## src/rtl/xbus_pkg.sv

```systemverilog
package xbus_pkg;

  typedef enum logic [2:0] {
    PH_IDLE,
    PH_SETUP,
    PH_STROBE,
    PH_HOLD,
    PH_TURN
  } xbus_phase_e;

  // A stored field value N stands for N+1 clock cycles.
  function automatic int unsigned field_cycles(input int unsigned fld);
    return fld + 1;
  endfunction

  // The wait pin is active when its level matches the chosen polarity.
  function automatic logic wait_active(input logic lvl, input logic pol);
    return (lvl == pol);
  endfunction

  // Chip-select window of an access: setup + strobe + extension + hold.
  function automatic int unsigned window_cycles(input int unsigned su,
                                                input int unsigned st,
                                                input int unsigned ho,
                                                input int unsigned ext);
    return field_cycles(su) + field_cycles(st) + field_cycles(ho) + ext;
  endfunction

endpackage

```

## src/rtl/xbus_wait_unit.sv

```systemverilog
module xbus_wait_unit #(
  parameter int WCNT_W = 8
) (
  input  logic              clk,
  input  logic              rst_n,
  input  logic              strobe_last,
  input  logic              wait_en,
  input  logic              wait_pol,
  input  logic              wait_in,
  input  logic [WCNT_W-1:0] wait_max,
  output logic              stall,
  output logic              expire
);
  import xbus_pkg::*;

  logic [WCNT_W-1:0] wcnt;
  logic              act;
  logic              at_limit;

  assign act      = wait_en && wait_active(wait_in, wait_pol);
  assign at_limit = (wcnt == wait_max);
  assign stall    = strobe_last && act && !at_limit;
  assign expire   = strobe_last && act && at_limit;

  always_ff @(posedge clk or negedge rst_n) begin
    if (!rst_n)            wcnt <= '0;
    else if (!strobe_last) wcnt <= '0;
    else if (stall)        wcnt <= wcnt + 1'b1;
  end

  // the extension counter never passes the programmed bound
  p_wait_bound_r8: assert property (@(posedge clk) disable iff (!rst_n)
    strobe_last |-> (wcnt <= wait_max));

  // with extension disabled the strobe is never stretched
  p_wait_off_r7: assert property (@(posedge clk) disable iff (!rst_n)
    !wait_en |-> (!stall && !expire));

  // a stall and a timeout never occur in the same cycle
  p_stall_xor_expire_r8: assert property (@(posedge clk) disable iff (!rst_n)
    !(stall && expire));

endmodule

```

## src/rtl/xbus_phase_seq.sv

```systemverilog
module xbus_phase_seq #(
  parameter int CNT_W = 6
) (
  input  logic                 clk,
  input  logic                 rst_n,
  input  logic                 start,
  input  logic [CNT_W-1:0]     setup_len,
  input  logic [CNT_W-1:0]     strobe_len,
  input  logic [CNT_W-1:0]     hold_len,
  input  logic [CNT_W-1:0]     turn_len,
  input  logic                 stall,
  output xbus_pkg::xbus_phase_e phase,
  output logic                 strobe_last,
  output logic                 strobe_end,
  output logic                 hold_last,
  output logic                 idle
);
  import xbus_pkg::*;

  xbus_phase_e     ph_q, ph_d;
  logic [CNT_W-1:0] cnt_q, cnt_d;
  logic             cnt_zero;

  assign cnt_zero    = (cnt_q == '0);
  assign phase       = ph_q;
  assign idle        = (ph_q == PH_IDLE);
  assign strobe_last = (ph_q == PH_STROBE) && cnt_zero;
  assign strobe_end  = strobe_last && !stall;
  assign hold_last   = (ph_q == PH_HOLD) && cnt_zero;

  always_comb begin
    ph_d  = ph_q;
    cnt_d = cnt_zero ? cnt_q : cnt_q - 1'b1;
    unique case (ph_q)
      PH_IDLE: begin
        cnt_d = cnt_q;
        if (start) begin
          ph_d  = PH_SETUP;
          cnt_d = setup_len;
        end
      end
      PH_SETUP: if (cnt_zero) begin
        ph_d  = PH_STROBE;
        cnt_d = strobe_len;
      end
      PH_STROBE: if (strobe_end) begin
        ph_d  = PH_HOLD;
        cnt_d = hold_len;
      end
      PH_HOLD: if (cnt_zero) begin
        ph_d  = PH_TURN;
        cnt_d = turn_len;
      end
      PH_TURN: if (cnt_zero) ph_d = PH_IDLE;
      default: begin
        ph_d  = PH_IDLE;
        cnt_d = '0;
      end
    endcase
  end

  always_ff @(posedge clk or negedge rst_n) begin
    if (!rst_n) begin
      ph_q  <= PH_IDLE;
      cnt_q <= '0;
    end else begin
      ph_q  <= ph_d;
      cnt_q <= cnt_d;
    end
  end

  // once started, setup only moves on to strobe
  p_setup_next_r9: assert property (@(posedge clk) disable iff (!rst_n)
    (ph_q == PH_SETUP) |=> (ph_q == PH_SETUP || ph_q == PH_STROBE));

  // hold is always followed by turnaround, never directly by a new access
  p_hold_next_r9: assert property (@(posedge clk) disable iff (!rst_n)
    (ph_q == PH_HOLD) |=> (ph_q == PH_HOLD || ph_q == PH_TURN));

  // leaving idle only happens through a start
  p_start_only_idle_r9: assert property (@(posedge clk) disable iff (!rst_n)
    (idle && !start) |=> (ph_q == PH_IDLE));

endmodule

```

## src/rtl/xbus_datapath.sv

```systemverilog
module xbus_datapath #(
  parameter int ADDR_W = 20,
  parameter int DATA_W = 16
) (
  input  logic              clk,
  input  logic              rst_n,
  input  logic              start,
  input  logic              req_write,
  input  logic [ADDR_W-1:0] req_addr,
  input  logic [DATA_W-1:0] req_wdata,
  input  logic              strobe_end,
  input  logic              expire,
  input  logic [DATA_W-1:0] bus_din,
  output logic              acc_wr,
  output logic [ADDR_W-1:0] acc_addr,
  output logic [DATA_W-1:0] acc_wdata,
  output logic [DATA_W-1:0] rdata,
  output logic              acc_err,
  output logic              tmo_sticky
);

  always_ff @(posedge clk or negedge rst_n) begin
    if (!rst_n) begin
      acc_wr    <= 1'b0;
      acc_addr  <= '0;
      acc_wdata <= '0;
    end else if (start) begin
      acc_wr    <= req_write;
      acc_addr  <= req_addr;
      acc_wdata <= req_wdata;
    end
  end

  always_ff @(posedge clk or negedge rst_n) begin
    if (!rst_n)                     rdata <= '0;
    else if (strobe_end && !acc_wr) rdata <= bus_din;
  end

  always_ff @(posedge clk or negedge rst_n) begin
    if (!rst_n)          acc_err <= 1'b0;
    else if (start)      acc_err <= 1'b0;
    else if (strobe_end) acc_err <= expire;
  end

  always_ff @(posedge clk or negedge rst_n) begin
    if (!rst_n)      tmo_sticky <= 1'b0;
    else if (expire) tmo_sticky <= 1'b1;
  end

  // the timeout indicator only ever rises
  p_sticky_r8: assert property (@(posedge clk) disable iff (!rst_n)
    tmo_sticky |=> tmo_sticky);

endmodule

```

## src/rtl/xbus_async_master.sv

```systemverilog
module xbus_async_master #(
  parameter int ADDR_W   = 20,
  parameter int DATA_W   = 16,
  parameter int SETUP_W  = 4,
  parameter int STROBE_W = 6,
  parameter int HOLD_W   = 3,
  parameter int TURN_W   = 2,
  parameter int WCNT_W   = 8
) (
  input  logic                clk,
  input  logic                rst_n,
  input  logic [SETUP_W-1:0]  cfg_rd_setup,
  input  logic [STROBE_W-1:0] cfg_rd_strobe,
  input  logic [HOLD_W-1:0]   cfg_rd_hold,
  input  logic [SETUP_W-1:0]  cfg_wr_setup,
  input  logic [STROBE_W-1:0] cfg_wr_strobe,
  input  logic [HOLD_W-1:0]   cfg_wr_hold,
  input  logic [TURN_W-1:0]   cfg_turn,
  input  logic                cfg_wait_en,
  input  logic                cfg_wait_pol,
  input  logic [WCNT_W-1:0]   cfg_wait_max,
  input  logic                req_valid,
  input  logic                req_write,
  input  logic [ADDR_W-1:0]   req_addr,
  input  logic [DATA_W-1:0]   req_wdata,
  output logic                req_ready,
  output logic                rsp_valid,
  output logic [DATA_W-1:0]   rsp_rdata,
  output logic                rsp_err,
  output logic                tmo_flag,
  output logic                bus_cs_n,
  output logic                bus_oe_n,
  output logic                bus_we_n,
  output logic [ADDR_W-1:0]   bus_addr,
  output logic [DATA_W-1:0]   bus_dout,
  output logic                bus_dq_oe,
  input  logic [DATA_W-1:0]   bus_din,
  input  logic                bus_wait
);
  import xbus_pkg::*;

  localparam int W_A   = (SETUP_W > STROBE_W) ? SETUP_W : STROBE_W;
  localparam int W_B   = (HOLD_W > TURN_W) ? HOLD_W : TURN_W;
  localparam int CNT_W = (W_A > W_B) ? W_A : W_B;

  xbus_phase_e      phase;
  logic             start, idle, sel_wr;
  logic             strobe_last, strobe_end, hold_last;
  logic             stall, expire;
  logic             acc_wr, acc_err;
  logic [ADDR_W-1:0] acc_addr;
  logic [DATA_W-1:0] acc_wdata;
  logic [CNT_W-1:0] setup_len, strobe_len, hold_len, turn_len;
  logic             in_window, in_strobe;

  assign start  = idle && req_valid;
  assign sel_wr = idle ? req_write : acc_wr;

  // Field selection, zero-extended to the shared counter width
  assign setup_len  = sel_wr ? CNT_W'(cfg_wr_setup)  : CNT_W'(cfg_rd_setup);
  assign strobe_len = sel_wr ? CNT_W'(cfg_wr_strobe) : CNT_W'(cfg_rd_strobe);
  assign hold_len   = sel_wr ? CNT_W'(cfg_wr_hold)   : CNT_W'(cfg_rd_hold);
  assign turn_len   = CNT_W'(cfg_turn);

  xbus_phase_seq #(.CNT_W(CNT_W)) u_seq (
    .clk         (clk),
    .rst_n       (rst_n),
    .start       (start),
    .setup_len   (setup_len),
    .strobe_len  (strobe_len),
    .hold_len    (hold_len),
    .turn_len    (turn_len),
    .stall       (stall),
    .phase       (phase),
    .strobe_last (strobe_last),
    .strobe_end  (strobe_end),
    .hold_last   (hold_last),
    .idle        (idle)
  );

  xbus_wait_unit #(.WCNT_W(WCNT_W)) u_wait (
    .clk         (clk),
    .rst_n       (rst_n),
    .strobe_last (strobe_last),
    .wait_en     (cfg_wait_en),
    .wait_pol    (cfg_wait_pol),
    .wait_in     (bus_wait),
    .wait_max    (cfg_wait_max),
    .stall       (stall),
    .expire      (expire)
  );

  xbus_datapath #(.ADDR_W(ADDR_W), .DATA_W(DATA_W)) u_dp (
    .clk        (clk),
    .rst_n      (rst_n),
    .start      (start),
    .req_write  (req_write),
    .req_addr   (req_addr),
    .req_wdata  (req_wdata),
    .strobe_end (strobe_end),
    .expire     (expire),
    .bus_din    (bus_din),
    .acc_wr     (acc_wr),
    .acc_addr   (acc_addr),
    .acc_wdata  (acc_wdata),
    .rdata      (rsp_rdata),
    .acc_err    (acc_err),
    .tmo_sticky (tmo_flag)
  );

  assign in_window = (phase == PH_SETUP) || (phase == PH_STROBE) || (phase == PH_HOLD);
  assign in_strobe = (phase == PH_STROBE);

  assign req_ready = idle;
  assign rsp_valid = hold_last;
  assign rsp_err   = acc_err;
  assign bus_cs_n  = !in_window;
  assign bus_oe_n  = !(in_strobe && !acc_wr);
  assign bus_we_n  = !(in_strobe && acc_wr);
  assign bus_addr  = acc_addr;
  assign bus_dout  = acc_wdata;
  assign bus_dq_oe = in_window && acc_wr;

  // read and write strobes are mutually exclusive
  p_strobe_excl_r10: assert property (@(posedge clk) disable iff (!rst_n)
    $onehot0({!bus_oe_n, !bus_we_n}));

  // a strobe only appears inside the chip-select window
  p_strobe_in_cs_r10: assert property (@(posedge clk) disable iff (!rst_n)
    (!bus_oe_n || !bus_we_n) |-> !bus_cs_n);

  // address is held for the whole window
  p_addr_stable_r9: assert property (@(posedge clk) disable iff (!rst_n)
    (!bus_cs_n && $past(!bus_cs_n)) |-> $stable(bus_addr));

  // an accepted request opens the window on the next cycle
  p_accept_opens_r9: assert property (@(posedge clk) disable iff (!rst_n)
    (req_valid && req_ready) |=> (!bus_cs_n && !req_ready));

  // the response pulse lasts one cycle
  p_rsp_pulse_r4: assert property (@(posedge clk) disable iff (!rst_n)
    rsp_valid |=> !rsp_valid);

  // the data bus is only driven inside the window
  p_drive_in_cs_r3: assert property (@(posedge clk) disable iff (!rst_n)
    bus_dq_oe |-> !bus_cs_n);

endmodule

```

## config.mk

```make
export PLATFORM = sky130hd
export DESIGN_NAME = xbus_async_master
export DESIGN_NICKNAME = d
export VERILOG_FILES = /design/src/rtl/xbus_pkg.sv /design/src/rtl/xbus_wait_unit.sv /design/src/rtl/xbus_phase_seq.sv /design/src/rtl/xbus_datapath.sv /design/src/rtl/xbus_async_master.sv
export SDC_FILE = /design/constraint.sdc
export NUM_CORES = 1
export LEC_CHECK = 0
export ABC_AREA = 1
export BUFFER_PORTS_ARGS = -buffer_cell sky130_fd_sc_hd__buf_2
export CAP_MARGIN = 20
export CELL_PAD_IN_SITES_DETAIL_PLACEMENT = 1
export CELL_PAD_IN_SITES_GLOBAL_PLACEMENT = 1
export CORE_MARGIN = 10
export CORE_UTILIZATION = 37
export CTS_CLUSTER_DIAMETER = 200
export CTS_CLUSTER_SIZE = 16
export DETAILED_ROUTE_END_ITERATION = 7
export GPL_ROUTABILITY_DRIVEN = 0
export GPL_TIMING_DRIVEN = 0
export MAX_ROUTING_LAYER = met4
export PLACE_DENSITY = 0.93
export SKIP_LAST_GASP = 1
export SYNTH_ARGS = -nofsm -noshare
export SYNTH_HDL_FRONTEND = slang
export SYNTH_SLANG_ARGS = --single-unit
```

## constraint.sdc

```tcl
create_clock -name clk -period 3.35 [get_ports clk]
set_input_delay 1.005 -clock clk [delete_from_list [all_inputs] [get_ports clk]]
set_output_delay 1.005 -clock clk [all_outputs]
set_load 0.005 [all_outputs]
```

==> reports/metrics.yaml, run 1 <==
power_and_ir_drop:
  peakVddDrop_uv: 435.3
  power.density_nw_per_um2: 856.7
  p_leak_nw: 2.557
global_routing:
  grt_usage_pct: 17.25
  grt_pass1_wl_mm: 19.59
  grt_max_degree: 73
  antenna_found_initial: 1
  grt-ovfl-total: 0
  grt_pass1_vias: 3850
place:
  hpwl_mm: 9.972
  portBuffers: 154
cts:
  cts_setup_buffers: 0
  cts_tree: "built"
  clkSlewWorstSetupHoldPaths_ns: 0.08
  cts_buffers: 9
  cts-root-buf: "clkbuf_8"
  clockBufferDepth: 2
  cts_resized: 0
  cts_hold_buffers: 0
  htree_levels: 3
  clk_latency_ns: 0.34
  clkSinkCount: 72
setup_path:
  critPathMostFrequentCell: "clkbuf_1"
  critPathTopFamily: "buffers and inverters"
  cp.buffers_inverters: 4
  slowest_delay_ns: 0.41
  required_ns: 2.34
  critPathLaunchType: "flip-flop"
  critical_path.max_fanout: 10
  cp_cell_sequence: "inv_1 > clkbuf_1 > clkbuf_1 > nor2_1 > buf_2"
  cp-end-kind: "output port"
  cp.arrival_ns: 1.88
  crit_slowest_cell: "clkbuf_1"
  worstSetupPathType: "flip-flop to output port"
timing:
  fin_worst_skew_ns: 0.01239
  layout_min_cycle_time_ns: 2.881
  tns_ns: 0
  finalSetupViolCount: 0
  worst_pin_slew_ns: 0.9218
  finalHoldViolCount: 0
  clock.fmax_mhz: 347.1
  slew-limit-headroom_pct: 38.55
  slew_viol_final: 0
  timing.final.crit_share_pct: 86.01
  rsz0062_at_grt: "no"
synthesis:
  netlist_instances: 400
  synthDistinctLibCells: 32
  netlist_area_um2: 3631
  syn_nets: 497
  yosysWarningCount: 0
  ys_ff_latch: 72
  synth-seq-area-share_pct: 49.62
  avgSynthCellArea_um2: 9.077
min_path:
  hp-class: "flip-flop to flip-flop"
die:
  dieArea_um2: 14180
  core-area_um2: 9684
  start_util_pct: 37.49
  die_w_um: 119.1
  die_height_um: 119.1
  num_rows: 36
  ios: 155
drt:
  routed_wl_mm: 12.19
  via_per_inst: 4.784
  ant_nets: 0
  drtIter0Drc: 163
  drc: 0
  vias: 3368
  routedWlPerCell_um: 17.32
  firstDrtPassIters: 4
final_layout:
  syn2layout_area_growth_pct: 31.94
  final_layout_size_suffix_gt1_share_pct: 40.18
  layout.nets: 662
  fin_util_pct: 49.47
status:
  outcome: "finished, final reports clean"
flow_run:
  maxCapViolations: 0
## Yosys cell counts
library cell,instances,area share [%]
inv_1,35,3.6
nor2_4,3,0.93
a21oi_1,10,1.4
a211oi_1,1,0.21
o2111ai_1,2,0.48
o21ai_0,17,2.3
buf_6,3,0.93
o211ai_1,2,0.41
or2_2,2,0.34
nand3_1,35,4.8
inv_2,2,0.21
nand4_1,1,0.17
o21a_1,1,0.21
nor2_1,29,3.0
xor2_1,1,0.24
nand2_4,3,0.93
nand3_4,1,0.48
dfrtp_1,72,50
mux2_2,36,11
nand3b_1,1,0.21
nor3_1,5,0.69
nor2_8,3,1.7
o22ai_1,1,0.17
nand2_2,1,0.17
buf_2,4,0.55
o21ai_1,1,0.14
clkbuf_1,3,0.31
a21oi_2,1,0.24
buf_4,1,0.21
xnor2_1,7,1.7
ha_1,2,0.69
nand2_1,114,12
## worst register-to-register path, delay by kind of cell (launching register included)
family / cells / cell delay (ns)
AO/OA/AOI/OAI: 1 / 0.18
adder cells (fa/ha/maj): 1 / 0.26
buffers and inverters: 3 / 0.29
flip-flops: 1 / 0.42
AND/OR/NAND/NOR: 9 / 0.91
## placed cells by master (no fill, tap or decap), types with 3 or more instances in the layout
master	instances
a21oi_1	10
buf_2	157
buf_6	3
clkbuf_1	4
clkbuf_8	9
dfrtp_1	72
inv_1	35
mux2_2	36
nand2_1	114
nand2_4	3
nand3_1	35
nor2_1	29
nor2_4	3
nor2_8	3
nor3_1	5
o21ai_0	17
xnor2_1	7
## worst paths after layout
kind,startpoint,end,slack [ns],cells past startpoint
setup / recovery,u_dp.acc_wr,bus_dq_oe,0.47,5
hold / removal,u_dp.rdata[14],u_dp.rdata[14],0.48,2
setup reg to reg,u_seq.cnt_q[0],u_seq.cnt_q[2],1.17,14
hold reg to reg,u_dp.rdata[14],u_dp.rdata[14],0.48,2
max in group asynchronous,rst_n,u_seq.phase[2],1.96,1
min in group asynchronous,rst_n,u_dp.rdata[0],0.80,1
## flip-flops by register name, summed over array words and instances (netlist names)
name	flops
u_dp.acc_wr	1
u_wait.wcnt	8
u_seq.cnt_q	6
u_seq.phase	3
u_dp.acc_wdata	16
u_dp.tmo_sticky	1
u_dp.acc_err	1
u_dp.rdata	16
u_dp.acc_addr	20
## power by group
part / internal (mW) / switching (mW)
Combinational: 0.823 / 1.10
Clock: 0.424 / 0.345
Sequential: 1.21 / 0.204
## layout make-up
cell class	count	area (µm²)
repair buffers	154	773.2
clock inverters	6	90.09
multi-input cells	280	1618
flip-flops and latches	72	1802
diodes	1	2.502
well taps	133	166.4
plain buffers	11	72.57
inverters	37	138.9
clock buffers	10	127.6
fillers	1184	4893
## stage by stage
stage / instances / power (mW) / setup WS (ns) / hold slack, ns / instance area, µm²
global placement: 687 / 3.242 / 0.8782 / 0.4491 / 4568
finish: 704 / 4.104 / 0.4687 / 0.4758 / 4791
floorplan: 400 / 2.579 / 1.222 / 0.4578 / 3631
detailed placement: 687 / 3.377 / 0.8043 / 0.4600 / 4571
CTS: 703 / 4.160 / 0.4377 / 0.4811 / 4788
global route: 704 / 4.436 / 0.3308 / 0.5127 / 4791
## layer usage
| metal | wire, µm | track usage (%) | vias to the layer above |
|---|---|---|---|
| li1 | - | - | 1627 |
| met1 | 4620 | 17.03 | 1661 |
| met2 | 6972 | 33.64 | 72 |
| met3 | 491 | 3.684 | 8 |
| met4 | 108 | 3.588 | 0 |
| met5 | 0 | - | - |
## cell families (layout without fill, tap and decap cells)
| family | count (synthesis) | count (layout) | synth area share, % |
|---|---|---|---|
| AND/OR/NAND/NOR | 198 | 198 | 25.19 |
| other | 0 | 1 | 0 |
| XOR/XNOR | 8 | 8 | 1.930 |
| adder cells (fa/ha/maj) | 2 | 2 | 0.6891 |
| flip-flops | 72 | 72 | 49.62 |
| buffers and inverters | 48 | 218 | 5.824 |
| AO/OA/AOI/OAI | 36 | 36 | 5.583 |
| multiplexers | 36 | 36 | 11.16 |
Power figures use the tool's default switching activity.
==> inputs of run 2 (changes only) <==
--- a/config.mk
+++ b/config.mk
@@ -17,7 +17,6 @@
 export DETAILED_ROUTE_END_ITERATION = 7
 export GPL_ROUTABILITY_DRIVEN = 0
 export GPL_TIMING_DRIVEN = 0
-export MAX_ROUTING_LAYER = met4
 export PLACE_DENSITY = 0.93
 export SKIP_LAST_GASP = 1
 export SYNTH_ARGS = -nofsm -noshare
==> reports/metrics.yaml, run 2 (synthesis results as in run 1) <==
status:
  outcome: "finished, final reports clean"
cts:
  cts_hold_buffers: 0
  cts_tree: "built"
  clkSlewWorstSetupHoldPaths_ns: 0.08
  clk_latency_ns: 0.34
  cts_setup_buffers: 0
  cts-root-buf: "clkbuf_8"
  htree_levels: 3
  clkSinkCount: 72
  cts_resized: 0
  cts_buffers: 9
  clockBufferDepth: 2
timing:
  fin_worst_skew_ns: 0.01198
  slew_viol_final: 0
  rsz0062_at_grt: "no"
  worst_pin_slew_ns: 0.9287
  layout_min_cycle_time_ns: 2.875
  timing.final.crit_share_pct: 85.81
  slew-limit-headroom_pct: 38.08
  finalSetupViolCount: 0
  tns_ns: 0
  clock.fmax_mhz: 347.9
  finalHoldViolCount: 0
drt:
  drc: 0
  routedWlPerCell_um: 17.34
  routed_wl_mm: 12.19
  vias: 3376
  firstDrtPassIters: 4
  via_per_inst: 4.802
  drtIter0Drc: 164
  ant_nets: 0
place:
  hpwl_mm: 9.972
  placedCellCount: 687
  portBuffers: 154
die:
  num_rows: 36
  start_util_pct: 37.49
  die_height_um: 119.1
  dieArea_um2: 14180
  die_w_um: 119.1
  ios: 155
  core-area_um2: 9684
final_layout:
  top_register: "u_dp.acc_addr"
  reg.largest.list: "u_dp.acc_addr: 20 flops, u_dp.acc_wdata: 16 flops, u_dp.rdata: 16 flops"
  nFillCells: 1184
  syn2layout_area_growth_pct: 31.87
  regArea_um2: 1802
  final_layout_size_suffix_gt1_share_pct: 40.18
  final_cell_count_no_fill: 703
  mostFrequentLayoutCell: "buf_2"
  layout_common_cells: "buf_2, nand2_1, dfrtp_1"
  layout.nets: 662
  n_antenna_cell: 0
  multiInputGateArea_um2: 1618
  largest_reg_flops: 20
setup_path:
  cp.arrival_ns: 1.87
  r2r_setup_slack_ns: 1.19
  cp.buffers_inverters: 2
  r2r_end: "u_seq.cnt_q[2]"
  cp-end-kind: "output port"
  worstSetupPathType: "flip-flop to output port"
  r2r_start: "u_seq.cnt_q[0]"
  worst_r2r_path_depth: 14
  cp_cell_sequence: "inv_1 > ha_1 > nand2_1 > nor2_1 > nand2_1 > nor2_1 > buf_2"
  crit_slowest_cell: "dfrtp_1"
  critical_path.max_fanout: 5
  critPathTopFamily: "simple AND/OR/NAND/NOR gates"
  required_ns: 2.34
  critPathLaunchType: "flip-flop"
  slowest_delay_ns: 0.42
global_routing:
  grt_pass1_vias: 3843
  grt_pass1_wl_mm: 19.64
  grt-ovfl-total: 0
  grt_max_degree: 73
  antenna_found_initial: 1
  grt_usage_pct: 16.79
power_and_ir_drop:
  peakVddDrop_uv: 436.1
  p_leak_nw: 2.557
  power.density_nw_per_um2: 856.5
min_path:
  hold-path-endpoint: "u_dp.rdata[14]"
  min_from: "u_dp.rdata[14]"
  min_path_cells: 2
  hp-class: "flip-flop to flip-flop"
flow_run:
  maxCapViolations: 0
==> run 2: cell type report <==
type / count / share of cell area [%]
Buffer: 11 / 1.516
Sequential cell: 72 / 37.63
Tap cell: 133 / 3.475
Multi-Input combinational cell: 280 / 33.79
Inverter: 37 / 2.900
Timing Repair Buffer: 154 / 16.15
Clock buffer: 10 / 2.665
Clock inverter: 6 / 1.881
==> run 2: worst max-delay path by stage <==
| stage | startpoint | to | slack, ns | depth (start not counted) |
|---|---|---|---|---|
| global route | u_dp.acc_wr | bus_dq_oe | 0.33 | 5 |
| floorplan | cfg_wait_max[0] | u_dp.rdata[7] | 1.22 | 11 |
| detailed placement | cfg_wait_max[1] | u_dp.rdata[13] | 0.80 | 14 |
| finish | u_seq.cnt_q[0] | rsp_valid | 0.48 | 7 |
| global placement | u_dp.acc_wr | bus_oe_n | 0.88 | 5 |
| CTS | u_dp.acc_wr | bus_dq_oe | 0.44 | 5 |
==> run 2: per-layer routing <==
metal  GRT usage, %  vias to the layer above  routed length, µm  part of all wire [%]
li1               -                     1626                  -                     -
met1          16.51                     1660               4466                    37
met2          33.64                       82               6931                    57
met3          4.960                        8                681                   5.6
met4          3.130                        0                111                  0.91
met5              0                        -                  0                     0
==> run 2: worst min-delay path, cell delays in order, from the launching register on <==
cell and delay (ns):
dfrtp_1 0.35, nand2_1 0.05, nand2_1 0.05
==> run 2: power breakdown <==
group | switching, mW | internal, mW | total, mW
Sequential | 0.204 | 1.21 | 1.41
Combinational | 1.09 | 0.823 | 1.92
Clock | 0.347 | 0.424 | 0.771
Total | 1.65 | 2.46 | 4.10
==> run 2: per-stage QoR <==
| step | power, mW | utilization [%] | instance area, µm² | hold slack, ns | setup WS [ns] |
|---|---|---|---|---|---|
| global placement | 3.242 | 47.17 | 4568 | 0.4491 | 0.8782 |
| floorplan | 2.579 | - | 3631 | 0.4578 | 1.222 |
| global route | 4.439 | 49.44 | 4788 | 0.5132 | 0.3264 |
| finish | 4.101 | 49.44 | 4788 | 0.4768 | 0.4753 |
| detailed placement | 3.377 | 47.20 | 4571 | 0.4600 | 0.8043 |
| CTS | 4.160 | 49.44 | 4788 | 0.4811 | 0.4377 |
==> inputs of run 3 (changes only) <==
--- a/config.mk
+++ b/config.mk
@@ -18,6 +18,7 @@
 export GPL_ROUTABILITY_DRIVEN = 0
 export GPL_TIMING_DRIVEN = 0
 export PLACE_DENSITY = 0.93
+export REMOVE_ABC_BUFFERS = 1
 export SKIP_LAST_GASP = 1
 export SYNTH_ARGS = -nofsm -noshare
 export SYNTH_HDL_FRONTEND = slang
==> reports/metrics.yaml, run 3 (synthesis results as in run 1) <==
timing:
  slew-limit-headroom_pct: 37.75
  worst_pin_slew_ns: 0.9304
  finalSetupViolCount: 0
  slew_viol_final: 0
  clock.fmax_mhz: 350.0
  layout_min_cycle_time_ns: 2.857
  fin_worst_skew_ns: 0.01310
  finalHoldViolCount: 0
  rsz0062_at_grt: "no"
  tns_ns: 0
  timing.final.crit_share_pct: 85.30
global_routing:
  grt_max_degree: 73
  grt_pass1_wl_mm: 18.91
  grt_pass1_vias: 3730
  antenna_found_initial: 0
  grt_usage_pct: 16.30
  grt-ovfl-total: 0
final_layout:
  layout_common_cells: "buf_2, nand2_1, dfrtp_1"
  mostFrequentLayoutCell: "buf_2"
  n_antenna_cell: 0
  final_cell_count_no_fill: 692
  nFillCells: 1225
  reg.largest.list: "u_dp.acc_addr: 20 flops, u_dp.acc_wdata: 16 flops, u_dp.rdata: 16 flops"
  syn2layout_area_growth_pct: 29.32
  final_layout_size_suffix_gt1_share_pct: 39.71
  layout.nets: 651
  top_register: "u_dp.acc_addr"
  fin_util_pct: 48.49
  largest_reg_flops: 20
drt:
  routedWlPerCell_um: 17.48
  highest_layer: "met4"
  vias: 3323
  wl_met1_mm: 4.511
  ant_nets: 0
  via_per_inst: 4.802
  firstDrtPassIters: 4
  drc: 0
  routed_wl_mm: 12.10
  wl_met2_mm: 6.761
  drtIter0Drc: 144
  met3_length_um: 468
die:
  start_util_pct: 37.49
  die_w_um: 119.1
  core-area_um2: 9684
  num_rows: 36
  ios: 155
  die_height_um: 119.1
  dieArea_um2: 14180
setup_path:
  slowest_delay_ns: 0.41
  required_ns: 2.34
  critical_path.max_fanout: 5
  path_depth: 7
  worstSetupPathType: "flip-flop to output port"
  critPathLaunchType: "flip-flop"
  cp.buffers_inverters: 2
  cp_cell_sequence: "inv_1 > ha_1 > nand2_1 > nor2_1 > nand2_1 > nor2_1 > buf_2"
  critPathTopFamily: "simple AND/OR/NAND/NOR gates"
  r2r_setup_slack_ns: 0.73
  worst_r2r_path_depth: 11
  cp.arrival_ns: 1.85
  cp-end-kind: "output port"
  crit_slowest_cell: "dfrtp_1"
cts:
  cts_tree: "built"
  cts-root-buf: "clkbuf_8"
  clkSinkCount: 72
  cts_hold_buffers: 0
  htree_levels: 3
  clk_latency_ns: 0.33
  clkSlewWorstSetupHoldPaths_ns: 0.08
  cts_buffers: 9
  cts_setup_buffers: 0
  cts_resized: 0
  clockBufferDepth: 2
place:
  portBuffers: 154
  hpwl_mm: 9.510
  placedCellCount: 676
power_and_ir_drop:
  power.density_nw_per_um2: 839.3
  peakVddDrop_uv: 349.2
  p_leak_nw: 2.503
min_path:
  min_path_cells: 2
  hp-class: "flip-flop to flip-flop"
status:
  outcome: "finished, final reports clean"
flow_run:
  maxCapViolations: 0
-- run 3: power by group --
group | total (mW) | switching, mW | internal (mW)
Clock | 0.684 | 0.335 | 0.349
Combinational | 1.85 | 1.07 | 0.781
Sequential | 1.41 | 0.203 | 1.21
Total | 3.94 | 1.60 | 2.34
-- run 3: worst register-to-register path, delay by kind of cell, from the launching register on --
kind,cells,cell delay (ns)
adder cells (fa/ha/maj),1,0.29
buffers and inverters,3,0.64
AND/OR/NAND/NOR,7,1.17
flip-flops,1,0.41
-- run 3: layout make-up --
| cell class | instances | area (µm²) | share of cell area [%] |
|---|---|---|---|
| multi-input cells | 280 | 1620 | 34.51 |
| clock inverters | 6 | 67.56 | 1.439 |
| repair buffers | 154 | 773.2 | 16.47 |
| clock buffers | 10 | 127.6 | 2.718 |
| inverters | 37 | 138.9 | 2.958 |
| well taps | 133 | 166.4 | 3.544 |
| flip-flops and latches | 72 | 1802 | 38.37 |
-- run 3: worst paths after layout --
check	start	end
setup reg to reg	u_seq.cnt_q[1]	u_dp.rdata[15]
hold reg to reg	u_dp.rdata[12]	u_dp.rdata[12]
hold / removal	u_dp.rdata[12]	u_dp.rdata[12]
min in group asynchronous	rst_n	u_dp.rdata[3]
max in group asynchronous	rst_n	u_dp.acc_addr[1]
setup / recovery	u_seq.cnt_q[1]	rsp_valid
-- run 3: per-layer routing --
layer,vias up,GRT usage [%]
li1,1598,-
met1,1622,16.58
met2,81,31.40
met3,22,3.401
met4,0,6.641
met5,-,0
-- run 3: through the flow --
step | setup WS (ns) | total power [mW] | hold WS, ns | area (µm²)
final | 0.4925 | 3.941 | 0.4821 | 4696
after global routing | 0.3419 | 4.260 | 0.5147 | 4696
after global placement | 0.4457 | 3.188 | 0.4491 | 4496
after floorplan | 1.000 | 2.527 | 0.4578 | 3558
after detailed placement | 0.4044 | 3.303 | 0.4573 | 4501
after CTS | 0.4565 | 4.003 | 0.4833 | 4696
